File: src/rtl/ltm_pkg.sv
package ltm_pkg;
    localparam int NTYPES   = 4;
    localparam int T_CRC    = 0;

    localparam logic [1:0] ACT_NONE    = 2'd0;
    localparam logic [1:0] ACT_RETRY   = 2'd1;
    localparam logic [1:0] ACT_RESET   = 2'd2;
    localparam logic [1:0] ACT_ISOLATE = 2'd3;

    localparam logic [1:0] OUT_NONE      = 2'd0;
    localparam logic [1:0] OUT_PENDING   = 2'd1;
    localparam logic [1:0] OUT_RECOVERED = 2'd2;
    localparam logic [1:0] OUT_REMOVED   = 2'd3;

    localparam logic [1:0] SEV_INFO = 2'd0;
    localparam logic [1:0] SEV_WARN = 2'd1;
    localparam logic [1:0] SEV_CRIT = 2'd2;

    typedef enum logic [1:0] {
        LVL_RETRY = 2'd0,
        LVL_RESET = 2'd1,
        LVL_ISO   = 2'd2
    } lvl_e;
endpackage

File: src/rtl/ltm_window.sv
module ltm_window #(
    parameter int WIN_LEN = 16,
    parameter int TS_W    = 16
) (
    input  logic            clk,
    input  logic            rst_n,
    output logic            boundary,
    output logic [TS_W-1:0] ts
);
    localparam int WIN_W = (WIN_LEN > 1) ? $clog2(WIN_LEN) : 1;
    localparam logic [WIN_W-1:0] WIN_LAST = WIN_W'(WIN_LEN - 1);

    typedef struct packed {
        logic [WIN_W-1:0] win;
        logic [TS_W-1:0]  ts;
    } win_st_t;

    win_st_t st_d, st_q;

    always_comb begin
        st_d    = st_q;
        st_d.ts = st_q.ts + TS_W'(1);
        if (st_q.win == WIN_LAST) st_d.win = '0;
        else                      st_d.win = st_q.win + WIN_W'(1);
    end

    always_ff @(posedge clk or negedge rst_n) begin
        if (!rst_n) st_q <= '0;
        else        st_q <= st_d;
    end

    assign boundary = (st_q.win == WIN_LAST);
    assign ts       = st_q.ts;

    // a boundary cycle is never followed directly by another one
    assert_single_boundary_R2: assert property (@(posedge clk) disable iff (!rst_n)
        boundary |=> !boundary);
endmodule

File: src/rtl/ltm_port_stats.sv
module ltm_port_stats
    import ltm_pkg::*;
#(
    parameter int CNT_W    = 6,
    parameter int CORR_MIN = 3
) (
    input  logic                          clk,
    input  logic                          rst_n,
    input  logic [NTYPES-1:0]             evt,
    input  logic                          boundary,
    input  logic [CNT_W-1:0]              delta,
    output logic [NTYPES-1:0][CNT_W-1:0]  snap,
    output logic                          alert,
    output logic                          alert_new
);
    localparam logic [CNT_W-1:0] CNT_MAX = '1;

    typedef struct packed {
        logic [NTYPES-1:0][CNT_W-1:0] cur;
        logic [NTYPES-1:0][CNT_W-1:0] prev;
        logic                         alrt;
    } stat_st_t;

    stat_st_t st_d, st_q;
    logic [NTYPES-1:0][CNT_W-1:0] ncur;
    logic [NTYPES-1:0]            rise;
    logic                         cond;

    always_comb begin
        st_d = st_q;
        for (int t = 0; t < NTYPES; t++) begin
            ncur[t] = (st_q.cur[t] == CNT_MAX) ? CNT_MAX
                                               : st_q.cur[t] + CNT_W'(evt[t]);
            rise[t] = {1'b0, ncur[t]} > ({1'b0, st_q.prev[t]} + {1'b0, delta});
        end
        cond      = boundary && rise[T_CRC] && ($countones(rise) >= CORR_MIN);
        alert_new = cond && !st_q.alrt;
        if (boundary) begin
            st_d.prev = ncur;
            st_d.cur  = '0;
            st_d.alrt = cond;
        end else begin
            st_d.cur  = ncur;
        end
    end

    always_ff @(posedge clk or negedge rst_n) begin
        if (!rst_n) st_q <= '0;
        else        st_q <= st_d;
    end

    assign snap  = ncur;
    assign alert = st_q.alrt;

    // inside a window a count never decreases (saturates, no wrap)
    assert_count_no_wrap_R1: assert property (@(posedge clk) disable iff (!rst_n)
        !boundary |=> st_q.cur[T_CRC] >= $past(st_q.cur[T_CRC]));
    // alert only changes on a boundary
    assert_alert_on_boundary_R4: assert property (@(posedge clk) disable iff (!rst_n)
        $rose(st_q.alrt) |-> $past(boundary));
    // an alert needs at least one CRC error in the ending window
    assert_alert_needs_crc_R4: assert property (@(posedge clk) disable iff (!rst_n)
        $rose(st_q.alrt) |-> $past(snap[T_CRC]) != '0);
endmodule

File: src/rtl/ltm_escalator.sv
module ltm_escalator
    import ltm_pkg::*;
#(
    parameter int INT_W = 4
) (
    input  logic             clk,
    input  logic             rst_n,
    input  logic             err,
    input  logic             clr,
    input  logic [INT_W-1:0] interval,
    output logic             act,
    output logic [1:0]       act_code,
    output logic             recovered,
    output logic             isolated
);
    localparam logic [INT_W-1:0] ONE = INT_W'(1);

    typedef struct packed {
        lvl_e             lvl;
        logic [INT_W-1:0] tmr;
    } esc_st_t;

    esc_st_t st_d, st_q;

    always_comb begin
        st_d      = st_q;
        act       = 1'b0;
        act_code  = ACT_NONE;
        recovered = 1'b0;
        if (st_q.lvl == LVL_ISO) begin
            if (clr) begin
                st_d.lvl = LVL_RETRY;
                st_d.tmr = '0;
            end
        end else if (err) begin
            act = 1'b1;
            if (st_q.tmr != '0) begin
                if (st_q.lvl == LVL_RETRY) begin
                    st_d.lvl = LVL_RESET;
                    st_d.tmr = interval;
                    act_code = ACT_RESET;
                end else begin
                    st_d.lvl = LVL_ISO;
                    st_d.tmr = '0;
                    act_code = ACT_ISOLATE;
                end
            end else begin
                st_d.lvl = LVL_RETRY;
                st_d.tmr = interval;
                act_code = ACT_RETRY;
            end
        end else if (st_q.tmr != '0) begin
            st_d.tmr = st_q.tmr - ONE;
            if (st_q.tmr == ONE) begin
                recovered = 1'b1;
                st_d.lvl  = LVL_RETRY;
            end
        end
    end

    always_ff @(posedge clk or negedge rst_n) begin
        if (!rst_n) st_q <= '0;
        else        st_q <= st_d;
    end

    assign isolated = (st_q.lvl == LVL_ISO);

    // isolation is left only through a clear
    assert_isolate_sticky_R9: assert property (@(posedge clk) disable iff (!rst_n)
        (isolated && !clr) |=> isolated);
    // isolation is only ever entered from the link-reset step
    assert_isolate_from_reset_R7: assert property (@(posedge clk) disable iff (!rst_n)
        $rose(isolated) |-> $past(st_q.lvl) == LVL_RESET);
endmodule

File: src/rtl/link_trend_monitor.sv
module link_trend_monitor
    import ltm_pkg::*;
#(
    parameter int NPORTS   = 2,
    parameter int CNT_W    = 6,
    parameter int WIN_LEN  = 16,
    parameter int TS_W     = 16,
    parameter int INT_W    = 4,
    parameter int CORR_MIN = 3
) (
    input  logic                               clk,
    input  logic                               rst_n,
    input  logic [NPORTS-1:0]                  evt_crc,
    input  logic [NPORTS-1:0]                  evt_retry,
    input  logic [NPORTS-1:0]                  evt_linkrst,
    input  logic [NPORTS-1:0]                  evt_downshift,
    input  logic [CNT_W-1:0]                   cfg_rise_delta,
    input  logic [INT_W-1:0]                   cfg_esc_interval,
    input  logic [NPORTS-1:0]                  clr_isolate,
    output logic [NPORTS-1:0]                  act_valid,
    output logic [NPORTS-1:0][1:0]             act_code,
    output logic [NPORTS-1:0]                  port_isolated,
    output logic [NPORTS-1:0]                  alert,
    output logic [NPORTS-1:0]                  log_valid,
    output logic [TS_W-1:0]                    log_ts,
    output logic [NPORTS-1:0][1:0]             log_sev,
    output logic [NPORTS-1:0][1:0]             log_action,
    output logic [NPORTS-1:0][1:0]             log_outcome,
    output logic [NPORTS-1:0][NTYPES*CNT_W-1:0] log_snap
);
    localparam int SNAP_W = NTYPES * CNT_W;

    typedef struct packed {
        logic [NPORTS-1:0]             act_v;
        logic [NPORTS-1:0][1:0]        act_c;
        logic [NPORTS-1:0]             log_v;
        logic [NPORTS-1:0][1:0]        sev;
        logic [NPORTS-1:0][1:0]        action;
        logic [NPORTS-1:0][1:0]        outcome;
        logic [NPORTS-1:0][SNAP_W-1:0] snap;
        logic [TS_W-1:0]               ts;
    } out_t;

    out_t out_d, out_q;

    logic                                   boundary;
    logic [TS_W-1:0]                        ts;
    logic [NPORTS-1:0][NTYPES-1:0][CNT_W-1:0] stat_snap;
    logic [NPORTS-1:0]                      stat_alert;
    logic [NPORTS-1:0]                      stat_new;
    logic [NPORTS-1:0]                      esc_act;
    logic [NPORTS-1:0][1:0]                 esc_code;
    logic [NPORTS-1:0]                      esc_rec;
    logic [NPORTS-1:0]                      esc_iso;

    ltm_window #(.WIN_LEN(WIN_LEN), .TS_W(TS_W)) u_window (
        .clk      (clk),
        .rst_n    (rst_n),
        .boundary (boundary),
        .ts       (ts)
    );

    for (genvar gp = 0; gp < NPORTS; gp++) begin : g_port
        logic [NTYPES-1:0] evt_vec;
        assign evt_vec = {evt_downshift[gp], evt_linkrst[gp], evt_retry[gp], evt_crc[gp]};

        ltm_port_stats #(.CNT_W(CNT_W), .CORR_MIN(CORR_MIN)) u_stats (
            .clk       (clk),
            .rst_n     (rst_n),
            .evt       (evt_vec),
            .boundary  (boundary),
            .delta     (cfg_rise_delta),
            .snap      (stat_snap[gp]),
            .alert     (stat_alert[gp]),
            .alert_new (stat_new[gp])
        );

        ltm_escalator #(.INT_W(INT_W)) u_esc (
            .clk       (clk),
            .rst_n     (rst_n),
            .err       (|evt_vec),
            .clr       (clr_isolate[gp]),
            .interval  (cfg_esc_interval),
            .act       (esc_act[gp]),
            .act_code  (esc_code[gp]),
            .recovered (esc_rec[gp]),
            .isolated  (esc_iso[gp])
        );

        // a request always carries a real action code
        assert_action_coded_R6: assert property (@(posedge clk) disable iff (!rst_n)
            out_q.act_v[gp] |-> out_q.act_c[gp] != ACT_NONE);
        // an isolate request coincides with the port leaving service
        assert_isolate_request_R7: assert property (@(posedge clk) disable iff (!rst_n)
            (out_q.act_v[gp] && out_q.act_c[gp] == ACT_ISOLATE) |-> esc_iso[gp]);
        // every new alert is logged as critical in the same cycle
        assert_alert_logged_R5: assert property (@(posedge clk) disable iff (!rst_n)
            $rose(stat_alert[gp]) |-> (out_q.log_v[gp] && out_q.sev[gp] == SEV_CRIT));
        // a recovery record never coincides with an action or isolation
        assert_recovery_clean_R8: assert property (@(posedge clk) disable iff (!rst_n)
            (out_q.log_v[gp] && out_q.outcome[gp] == OUT_RECOVERED)
                |-> (!esc_iso[gp] && !out_q.act_v[gp]));
    end

    always_comb begin
        out_d    = '0;
        out_d.ts = ts;
        for (int p = 0; p < NPORTS; p++) begin
            out_d.act_v[p]  = esc_act[p];
            out_d.act_c[p]  = esc_code[p];
            out_d.log_v[p]  = esc_act[p] || esc_rec[p] || stat_new[p];
            out_d.action[p] = esc_code[p];
            if (esc_act[p])
                out_d.outcome[p] = (esc_code[p] == ACT_ISOLATE) ? OUT_REMOVED : OUT_PENDING;
            else if (esc_rec[p])
                out_d.outcome[p] = OUT_RECOVERED;
            else
                out_d.outcome[p] = OUT_NONE;
            if (stat_new[p] || (esc_code[p] == ACT_ISOLATE))
                out_d.sev[p] = SEV_CRIT;
            else if (esc_code[p] == ACT_RESET)
                out_d.sev[p] = SEV_WARN;
            else
                out_d.sev[p] = SEV_INFO;
            if (out_d.log_v[p])
                out_d.snap[p] = stat_snap[p];
        end
    end

    always_ff @(posedge clk or negedge rst_n) begin
        if (!rst_n) out_q <= '0;
        else        out_q <= out_d;
    end

    assign act_valid     = out_q.act_v;
    assign act_code      = out_q.act_c;
    assign port_isolated = esc_iso;
    assign alert         = stat_alert;
    assign log_valid     = out_q.log_v;
    assign log_ts        = out_q.ts;
    assign log_sev       = out_q.sev;
    assign log_action    = out_q.action;
    assign log_outcome   = out_q.outcome;
    assign log_snap      = out_q.snap;
endmodule

File: config.mk
export PLATFORM = sky130hd
export DESIGN_NAME = link_trend_monitor
export DESIGN_NICKNAME = d
export VERILOG_FILES = /design/src/rtl/ltm_pkg.sv /design/src/rtl/ltm_window.sv /design/src/rtl/ltm_port_stats.sv /design/src/rtl/ltm_escalator.sv /design/src/rtl/link_trend_monitor.sv
export SDC_FILE = /design/constraint.sdc
export NUM_CORES = 1
export LEC_CHECK = 0
export BUFFER_PORTS_ARGS = -buffer_cell sky130_fd_sc_hd__buf_2
export CAP_MARGIN = 10
export CORE_ASPECT_RATIO = 0.6
export CORE_MARGIN = 3
export CORE_UTILIZATION = 52
export DETAILED_ROUTE_END_ITERATION = 12
export PLACE_DENSITY = 0.79
export SYNTH_ARGS = -nofsm -noshare
export SYNTH_HDL_FRONTEND = slang
export SYNTH_SLANG_ARGS = --single-unit
File: constraint.sdc
create_clock -name clk -period 4.65 [get_ports clk]
set_input_delay 0.93 -clock clk [delete_from_list [all_inputs] [get_ports clk]]
set_output_delay 0.93 -clock clk [all_outputs]
set_load 0.005 [all_outputs]
==> flow_summary.yaml, run 1 <==
placed_design:
  place.port_buffers: 109
  place_congestion: 0.9420
  place_hpwl_um: 19230
route:
  drt_iter0_drc: 571
  wirelength_met1_um: 13530
  route.met2.wl_um: 13340
  drc: 0
  wl_met3_um: 2180
  antenna_left: 0
  firstDrtPassIters: 5
  wl_per_cell_um: 18.10
  top_layer: "met4"
  dr_total_vias: 8983
  routed_wl_um: 29690
  via_per_inst: 5.477
logic_synthesis:
  synth_common_cells: "208 x dfrtp_1, 172 x nor2_1, 126 x ha_1"
  synth.avg_cell_area_um2: 10.00
  synth_seq_cells: 208
  synth_top_area_cell: "dfrtp_1"
  synth_ff_type: "dfrtp_1"
  ys_types: 54
  yosysSeqAreaShare_pct: 47.09
  synth_nets: 1263
  netlist_area_mm2: 0.01105
  synth_cells: 1105
  synth_edf_count: 0
  yosysMostFrequentCell: "dfrtp_1"
  yosys-top-cells-area: "dfrtp_1 47%, ha_1 14%, nor2_1 5.8%, xnor2_1 3.5%, o21ai_0 3.4%"
  async_flop_share_pct: 100.0
  ys_warn_count: 0
  yosysTopAreaCellShare_pct: 47.09
pwr:
  power_density_mw_per_mm2: 522.1
  vdd_ir_drop_max_mv: 0.4030
  p_leak_uw: 0.007533
clock_network:
  clock_path_buffers: 3
  cts_buffers: 21
  h-tree-depth: 1
  clock-sinks: 208
  ctsHoldBuffers: 0
  cts.clk_slew.worst_paths_ns: 0.06
  clock_latency_ns: 0.52
  cts_tree: "yes"
  cts-root-buf: "clkbuf_16"
worst_setup_path:
  rr_endpoint: "log_snap[11]"
  max_stage_delay_ns: 0.50
  critPathKind: "in -> reg"
  r2r_start: "g_port[0].u_stats.st_q[13]"
  arrival_ns: 5.03
  cpMaxStageDelayCell: "fa_1"
  start_kind: "input port"
  critical_path.max_fanout: 6
  setup.worst_path.end_class: "flip-flop"
  crit_required_ns: 5.09
  reg2reg_slack_ns: 0.18
  rr_worst_depth: 18
  crit_chain: "buf_12 > buf_12 > ha_4 > fa_2 > a211oi_2 > o21ai_1 > ha_1 > a21o_1 > a21oi_2 > o21ai_2 > and3_4 > ha_4 > ha_2 > fa_1 > a21oi_2 > or3_4 > a2111oi_4 > a21oi_4 > clkbuf_16 > nor2_2"
final_layout:
  syn_to_final_growth_pct: 30.65
  layout.nets: 1510
  final_core_util_pct: 70.72
  diodes: 0
  drive_gt1_share_pct: 31.09
min_path:
  min_path_type: "reg -> reg"
  holdPathStages: 0
  hp-start: "u_window.ts[15]"
  worstHoldEndpoint: "log_ts[15]"
sta:
  relSlewSlack_pct: 23.64
  hold_slack_ns: 0.3992
  final-hold-violation-count: 0
  slew_viol_final: 0
  rsz0062_at_grt: "yes"
  fin_crit_sh_pct: 98.89
  fmax_mhz: 217.5
  setup_tns_ns: 0
  tightest_slew_ns: 1.145
  setup_viol: 0
  layout_min_cycle_time_ns: 4.599
  fin_skew_ns: 0.01833
floorplanning:
  die_h_um: 118.9
  coreArea_mm2: 0.02042
  num_rows: 40
  start_util_pct: 54.13
  die_area_mm2: 0.02310
  die_w_um: 194.2
  io_pins: 110
outcome:
  status: "finished clean"
global_routing:
  grt_pass1_wl_um: 44710
  grt_usage_pct: 23.60
  grt_pass1_vias: 8826
  grt_max_degree: 122
  antenna_found_initial: 0
  grt_overflow_total: 0
flow_run:
  max_cap_violations: 0
## layout by cell type, fill, tap and decap left out, types with 5 or more instances in the layout
cell	instances
xor2_1	27
buf_2	105
o21ai_1	8
inv_1	67
nor2_2	34
o21a_1	6
and3_1	10
o221ai_2	6
ha_4	15
a21oi_1	21
nand2_1	90
nand2b_1	15
buf_4	135
nor3_1	8
buf_12	9
nor3_2	7
a2111oi_4	7
nor2_1	153
nand4_1	14
ha_2	8
buf_6	5
nor2b_1	7
fa_2	8
a21oi_2	21
o21ai_0	68
ha_1	103
o21bai_1	10
a22o_1	6
nand3_1	30
a21o_1	12
xnor2_1	42
clkbuf_16	25
dfrtp_1	208
mux2i_1	8
## flip-flops by register name, indices dropped and copies added (netlist names), 4 cells and up
register	cells
u_window.ts	16
g_port.u_esc.st_q	12
u_window.st_q	4
log_outcome	4
log_sev	4
log_ts	16
g_port.u_stats.st_q	96
log_snap	48
log_action	4
## worst max-delay path: cells and delay by family
kind	cells	cell delay, ns
AND/OR/NAND/NOR	3	0.59
adder cells (fa/ha/maj)	6	1.72
buffers and inverters	3	0.46
AO/OA/AOI/OAI	8	1.32
## how the worst max path moves through the flow
| stage | startpoint | end | slack, ns | depth (start not counted) |
|---|---|---|---|---|
| after global placement | cfg_rise_delta[0] | log_snap[36] | -0.57 | 20 |
| after global routing | cfg_rise_delta[1] | log_snap[43] | -0.12 | 21 |
| after floorplan | cfg_rise_delta[0] | log_snap[5] | -0.07 | 18 |
| after detailed placement | cfg_rise_delta[0] | log_snap[1] | -0.66 | 19 |
| final | cfg_rise_delta[0] | log_snap[11] | 0.05 | 20 |
| after CTS | cfg_rise_delta[0] | log_snap[8] | -0.06 | 20 |
## layer usage
layer,track usage [%],up-vias
li1,-,4246
met3,3.760,52
met2,36.25,309
met5,0,-
met4,5.513,0
met1,35.40,4376
## report_power, final
group          switching [µW]  total [µW]  internal, µW  leakage, µW
sequential                255        2350          2090      0.00273
combinational            1730        3450          1720      0.00447
clock                     757        1740           986     0.000333
total                    2740        7540          4790      0.00753
## final cells by class
cell class / count / area [µm²]
Multi-Input combinational cell: 793 / 6046
Fill cell: 1430 / 5978
Sequential cell: 208 / 5205
Timing Repair Buffer: 259 / 1889
Clock buffer: 25 / 560.5
Tap cell: 273 / 341.6
Inverter: 69 / 259.0
Clock inverter: 13 / 140.1
## through the flow
stage                     area [µm²]  instances  setup slack (ns)  power [µW]
after CTS                      13760       1623          -0.06444        6897
after global placement         12840       1576           -0.5731        4830
after detailed placement       12840       1576           -0.6556        4955
after global routing           14440       1640           -0.1168        8017
final                          14440       1640           0.05147        7540
after floorplan                11110       1105          -0.07137        4029
## kinds of logic (layout without fill, tap and decap cells)
logic type,Yosys count,count (layout),synth area share (%)
muxes,8,8,0.7245
and+or+nand+nor,395,395,16.30
AOI/OAI and AO/OA,183,183,10.15
DFF,208,208,47.09
xor gates and xnor gates,71,71,5.626
adders and majority gates,136,136,16.07
buffers and inverters,104,366,4.030
## repair_timing
| action | in CTS | in global routing |
|---|---|---|
| pin swaps | 26 | 58 |
| gates cloned | 1 | 5 |
| setup endpoints to repair | 50 | 52 |
| setup buffers | 9 | 12 |
| resized for setup | 30 | 97 |
(Power assumes the default switching activity.)
==> run 2, diff against run 1 <==
--- a/config.mk
+++ b/config.mk
@@ -9,9 +9,9 @@
 export CAP_MARGIN = 10
 export CORE_ASPECT_RATIO = 0.6
 export CORE_MARGIN = 3
-export CORE_UTILIZATION = 52
+export CORE_UTILIZATION = 25
 export DETAILED_ROUTE_END_ITERATION = 12
-export PLACE_DENSITY = 0.79
+export PLACE_DENSITY = 0.47
 export SYNTH_ARGS = -nofsm -noshare
 export SYNTH_HDL_FRONTEND = slang
 export SYNTH_SLANG_ARGS = --single-unit
==> run 2 against run 1 <==
  * Sequential share of layout area decreased by 0.71 points
  * Critical path type unchanged
  * Critical path depth increased by 1
  * The run now ends with setup timing left
  * Flip-flop and latch count unchanged
  * Clock skew decreased by 0.0039 ns
==> flow_summary.yaml, run 2 (same netlist as run 1, synthesis figures left out) <==
global_routing:
  grt_overflow_total: 0
  antenna_found_initial: 1
  grtUsageMet2_pct: 19.26
  grt_pass1_wl_um: 49910
  use_met3_pct: 2.316
  use_met1_pct: 20.71
  grt.busiest_layer: "met1"
  grt_max_degree: 97
  grt_usage_pct: 13.34
  grt_pass1_vias: 8870
outcome:
  status: "finished with violations"
  violations: "setup timing"
worst_setup_path:
  critical_path.max_fanout: 8
  start_kind: "input port"
  startpoint: "cfg_rise_delta[1]"
  critPathKind: "in -> reg"
  setup.worst_path.end_class: "flip-flop"
  cp-endpoint: "log_snap[10]"
  reg2reg_slack_ns: -0.15
  arrival_ns: 5.33
  r2r_start: "g_port[0].u_stats.st_q[20]"
  rr_endpoint: "log_snap[10]"
  rr_worst_depth: 20
  crit_required_ns: 5.11
clock_network:
  ctsHoldBuffers: 0
  clock_latency_ns: 0.53
  cts-root-buf: "clkbuf_16"
  h-tree-depth: 1
  cts_tree: "yes"
  cts.clk_slew.worst_paths_ns: 0.06
  clock-sinks: 208
  clock_path_buffers: 3
  cts_buffers: 23
floorplanning:
  die_h_um: 168.9
  die_area_mm2: 0.04685
  start_util_pct: 25.86
  io_pins: 110
  die_w_um: 277.5
  coreArea_mm2: 0.04274
  num_rows: 58
final_layout:
  largest_register_ffs: 96
  layout_commonest_cell: "dfrtp_1"
  drive_gt1_share_pct: 28.32
  final_core_util_pct: 34.46
  fin_cells: 1947
  diodes: 0
  layout.nets: 1518
  mostFrequentLayoutCells: "208 x dfrtp_1, 159 x nor2_1, 146 x buf_4, 113 x ha_1, 105 x buf_2"
  syn_to_final_growth_pct: 33.27
  largest-register: "g_port.u_stats.st_q"
  fillers: 4309
route:
  via_per_inst: 4.388
  firstDrtPassIters: 7
  drt_iter0_drc: 440
  antenna_left: 0
  dr_total_vias: 8543
  wl_per_cell_um: 15.98
  drc: 0
  routed_wl_um: 31120
placed_design:
  place_hpwl_um: 22680
  place_congestion: 0.8302
  dp_cells: 1887
  place.port_buffers: 109
sta:
  rsz0062_at_grt: "yes"
  worst_slack_ns: -0.2201
  fin_crit_sh_pct: 104.7
  layout_min_cycle_time_ns: 4.870
  final-hold-violation-count: 0
  tightest_slew_ns: 0.8115
  relSlewSlack_pct: 45.90
  setup_viol: 25
  slew_viol_final: 0
  fmax_mhz: 205.3
  fin_skew_ns: 0.01445
pwr:
  pwr-share-clk_pct: 25.3
  vdd_ir_drop_max_mv: 0.2258
  p_leak_uw: 0.007571
  p_sw_uw: 2616
  power_frac_comb_pct: 42.9
  power_density_mw_per_mm2: 502.8
  p_int_uw: 4790
  seqPwrFrac_pct: 31.8
  netSwitchingFraction_pct: 35.33
flow_run:
  max_cap_violations: 0
min_path:
  min_path_type: "in -> async"
run 2: cell types whose count changed in the layout (fill, tap and decap cells not counted), moves of 5 or more:
cell,delta
ha_4,-5
ha_1,+10
buf_4,+11
nor2_2,-25
nor2_1,+6
ha_2,-5
a21oi_1,+7
a21oi_2,-7
nor2_4,+19
run 2: metrics by stage:
| stage | power (µW) | TNS (ns) | worst slack (ns) | hold slack (ns) | area [µm²] |
|---|---|---|---|---|---|
| after detailed placement | 5054 | -38.56 | -0.8241 | 0.4100 | 13300 |
| final | 7406 | -3.992 | -0.2201 | 0.4125 | 14730 |
| after floorplan | 4029 | -1.374 | -0.07137 | 0.3718 | 11110 |
| after CTS | 7296 | -1.793 | -0.1215 | 0.4242 | 14400 |
| after global placement | 4997 | -33.64 | -0.6579 | 0.3837 | 13300 |
| after global routing | 7990 | -9.827 | -0.3630 | 0.4385 | 14730 |
run 2: what timing repair did:
item                       CTS  global route
setup endpoints to repair   51            52
gates resized for setup     37            64
pin swaps                    7            43
hold endpoints to repair     0             0
setup buffers               14             2
gates cloned                 3             0
run 2: area by class of cell:
class	count	area (µm²)	share of cell area [%]
Multi-Input combinational cell	793	5902	40.07
Inverter	69	259.0	1.758
Clock inverter	9	112.6	0.7645
Tap cell	570	713.2	4.842
Sequential cell	208	5205	35.34
Clock buffer	33	653.1	4.434
Timing Repair Buffer	265	1886	12.80
run 2: how the worst min path moves through the flow:
stage / slack (ns) / end / cells after the start / start
3_3_place_gp: 0.38 / log_ts[15] / 0 / u_window.ts[15]
4_1_cts: 0.42 / log_ts[1] / 0 / u_window.ts[1]
5_1_grt: 0.44 / log_ts[15] / 0 / u_window.ts[15]
2_1_floorplan: 0.37 / log_ts[15] / 0 / u_window.ts[15]
6_report: 0.41 / g_port[0].u_esc.st_q[1] / 1 / rst_n
3_5_place_dp: 0.41 / log_ts[1] / 0 / u_window.ts[1]
run 2: critical path: stages:
cell	delay, ns
buf_8	0.13
ha_1	0.30
a21o_1	0.19
a21oi_2	0.14
o21bai_1	0.10
a21oi_1	0.18
xor2_1	0.18
ha_1	0.27
nand4_1	0.11
o221ai_1	0.13
nor3_2	0.24
ha_1	0.32
ha_4	0.17
fa_1	0.50
a21oi_2	0.07
or3_4	0.39
a2111oi_4	0.39
a21oi_4	0.17
buf_12	0.17
buf_16	0.15
nor2_4	0.07
run 2: power by group through the flow:
stage	Sequential, µW	Clock (µW)	Combinational [µW]
finish	2360	1870	3170
global route	2400	2020	3570
CTS	2350	1950	2990
detailed placement	2370	0	2680
global placement	2380	0	2620
floorplan	2280	0	1740
run 2: per-layer routing:
metal,vias up,share of wire (%)
li1,4261,-
met1,4099,54
met2,146,40
met3,37,4.0
met4,0,1.6
met5,-,0
==> run 3, diff against run 2 <==
==> constraint.sdc (replaced) <==
create_clock -name clk -period 4.3 [get_ports clk]
set_input_delay 0.86 -clock clk [delete_from_list [all_inputs] [get_ports clk]]
set_output_delay 0.86 -clock clk [all_outputs]
set_load 0.005 [all_outputs]
==> run 3 against run 2 <==
  * The run still ends with setup timing left
  * Setup slack worse by 0.018 ns
  * Flip-flop and latch count stayed put
  * First-iteration DRC count is 27% higher
  * Count of clock-buffer cells in the layout is 8 lower
  * Design area is 5.9% higher
  * Clock skew is 0.0045 ns higher
  * Critical path depth is 1 lower
  * Routed wire length is 0.48% lower
  * Sequential power is 8% higher
  * Die area stayed put
  * Highest routed layer unchanged
==> flow_summary.yaml, run 3 (same netlist as run 1, synthesis figures left out) <==
worst_setup_path:
  startpoint: "cfg_rise_delta[0]"
  rr_worst_depth: 19
  arrival_ns: 5.01
  start_kind: "input port"
  setup.worst_path.end_class: "flip-flop"
  critPathKind: "in -> reg"
  reg2reg_slack_ns: -0.19
  rr_endpoint: "log_snap[19]"
  critical_path.max_fanout: 6
  crit_required_ns: 4.77
  cp-endpoint: "log_snap[19]"
  r2r_start: "g_port[0].u_stats.st_q[13]"
route:
  firstDrtPassIters: 5
  drc: 0
  drt_iter0_drc: 560
  via_per_inst: 4.304
  dr_total_vias: 8626
  antenna_left: 0
  wl_per_cell_um: 15.46
  routed_wl_um: 30970
pwr:
  vdd_ir_drop_max_mv: 0.2912
  power_density_mw_per_mm2: 554.2
  p_leak_uw: 0.007915
global_routing:
  grt_max_degree: 96
  grt_pass1_wl_um: 49850
  grt_pass1_vias: 9000
  grt_overflow_total: 0
  grt_usage_pct: 13.25
  antenna_found_initial: 0
clock_network:
  cts_buffers: 23
  clock_latency_ns: 0.53
  clock_path_buffers: 3
  cts-root-buf: "clkbuf_16"
  cts.clk_slew.worst_paths_ns: 0.07
  clock-sinks: 208
  h-tree-depth: 1
  cts_tree: "yes"
final_layout:
  largest_register_ffs: 96
  drive_gt1_share_pct: 35.50
  layout.nets: 1575
  mostFrequentLayoutCells: "207 x dfrtp_1, 191 x buf_4, 136 x nor2_1, 106 x buf_2, 101 x ha_1"
  largest-register: "g_port.u_stats.st_q"
  fillers: 4302
  diodes: 0
  syn_to_final_growth_pct: 41.07
  layout_commonest_cell: "dfrtp_1"
outcome:
  violations: "setup timing"
  status: "finished with violations"
sta:
  layout_min_cycle_time_ns: 4.538
  slew_viol_final: 0
  worst_slack_ns: -0.2380
  setup_viol: 50
  final-hold-violation-count: 0
  fin_skew_ns: 0.01890
  rsz0062_at_grt: "yes"
  tightest_slew_ns: 1.183
  hold_slack_ns: 0.3026
  relSlewSlack_pct: 21.17
  fin_crit_sh_pct: 105.5
  fmax_mhz: 220.4
  setup_tns_ns: -7.030
floorplanning:
  die_area_mm2: 0.04685
  num_rows: 58
  start_util_pct: 25.86
  io_pins: 110
  coreArea_mm2: 0.04274
  die_h_um: 168.9
  die_w_um: 277.5
flow_run:
  max_cap_violations: 0
placed_design:
  place.port_buffers: 109
  place_congestion: 0.8155
  place_hpwl_um: 21940
min_path:
  min_path_type: "in -> async"
run 3: changes by cell type in the layout (fill, tap and decap cells not counted), moves of 7 or more:
| cell | change |
|---|---|
| buf_12 | +10 |
| ha_4 | +7 |
| buf_4 | +45 |
| nor2_2 | +23 |
| ha_1 | -12 |
| nor2_1 | -23 |
run 3: layout make-up:
| cell class | count | area [µm²] | share of cell area [%] |
|---|---|---|---|
| Tap cell | 570 | 713.2 | 4.574 |
| Multi-Input combinational cell | 793 | 6171 | 39.58 |
| Clock inverter | 17 | 232.7 | 1.493 |
| Inverter | 69 | 259.0 | 1.661 |
| Sequential cell | 208 | 5206 | 33.39 |
| Clock buffer | 25 | 593.1 | 3.804 |
| Timing Repair Buffer | 322 | 2417 | 15.50 |
run 3: worst min path at each step:
stage / from / end / slack [ns]
after floorplan: u_window.ts[15] / log_ts[15] / 0.37
after global placement: u_window.ts[15] / log_ts[15] / 0.39
after detailed placement: u_window.ts[15] / log_ts[15] / 0.39
after CTS: rst_n / log_snap[13] / 0.31
after global routing: rst_n / log_snap[13] / 0.34
final: rst_n / log_snap[13] / 0.30
run 3: through the flow:
step           instances  setup WS, ns  utilization, %  area (µm²)  power [µW]
2_1_floorplan       1105       -0.3514               -       11230        4458
3_3_place_gp        1923       -0.9377           32.12       13730        5569
3_5_place_dp        1923        -1.003           32.12       13730        5623
4_1_cts             1998       -0.2590           35.79       15300        8513
5_1_grt             2004       -0.4670           36.48       15590        9302
6_report            2004       -0.2380           36.48       15590        8642
run 3: repair_timing:
item                                    4_1_cts  5_1_grt
hold buffers                                  0        0
endpoints found under the setup margin       52       52
pin swaps                                    36       36
cloned                                        4        2
buffers inserted                             29       10
gates resized for setup                      87       58
run 3: power breakdown:
| part | internal [µW] | switching [µW] |
|---|---|---|
| Sequential | 2270 | 278 |
| Clock | 1310 | 876 |
| Combinational | 2040 | 1870 |
| Total | 5620 | 3020 |
run 3: worst max-delay path, cell delays in order:
cell	delay [ns]
buf_12	0.13
ha_4	0.17
fa_2	0.37
buf_4	0.14
xnor2_1	0.19
ha_1	0.29
o21ai_2	0.07
nand2b_1	0.10
a2111oi_4	0.37
nor3_2	0.09
ha_1	0.31
ha_2	0.19
fa_1	0.49
a21oi_2	0.06
or3_4	0.39
a2111oi_4	0.26
a21oi_4	0.12
buf_12	0.15
clkbuf_16	0.16
nor2_2	0.07
run 3: routing by layer:
metal	share of wire [%]	vias to the layer above	track usage, %	wire length (µm)
li1	-	4362	-	-
met1	54	4108	20.28	16600
met2	41	124	19.40	12620
met3	4.1	32	2.537	1261
met4	1.6	0	2.349	495
met5	0	-	0	0
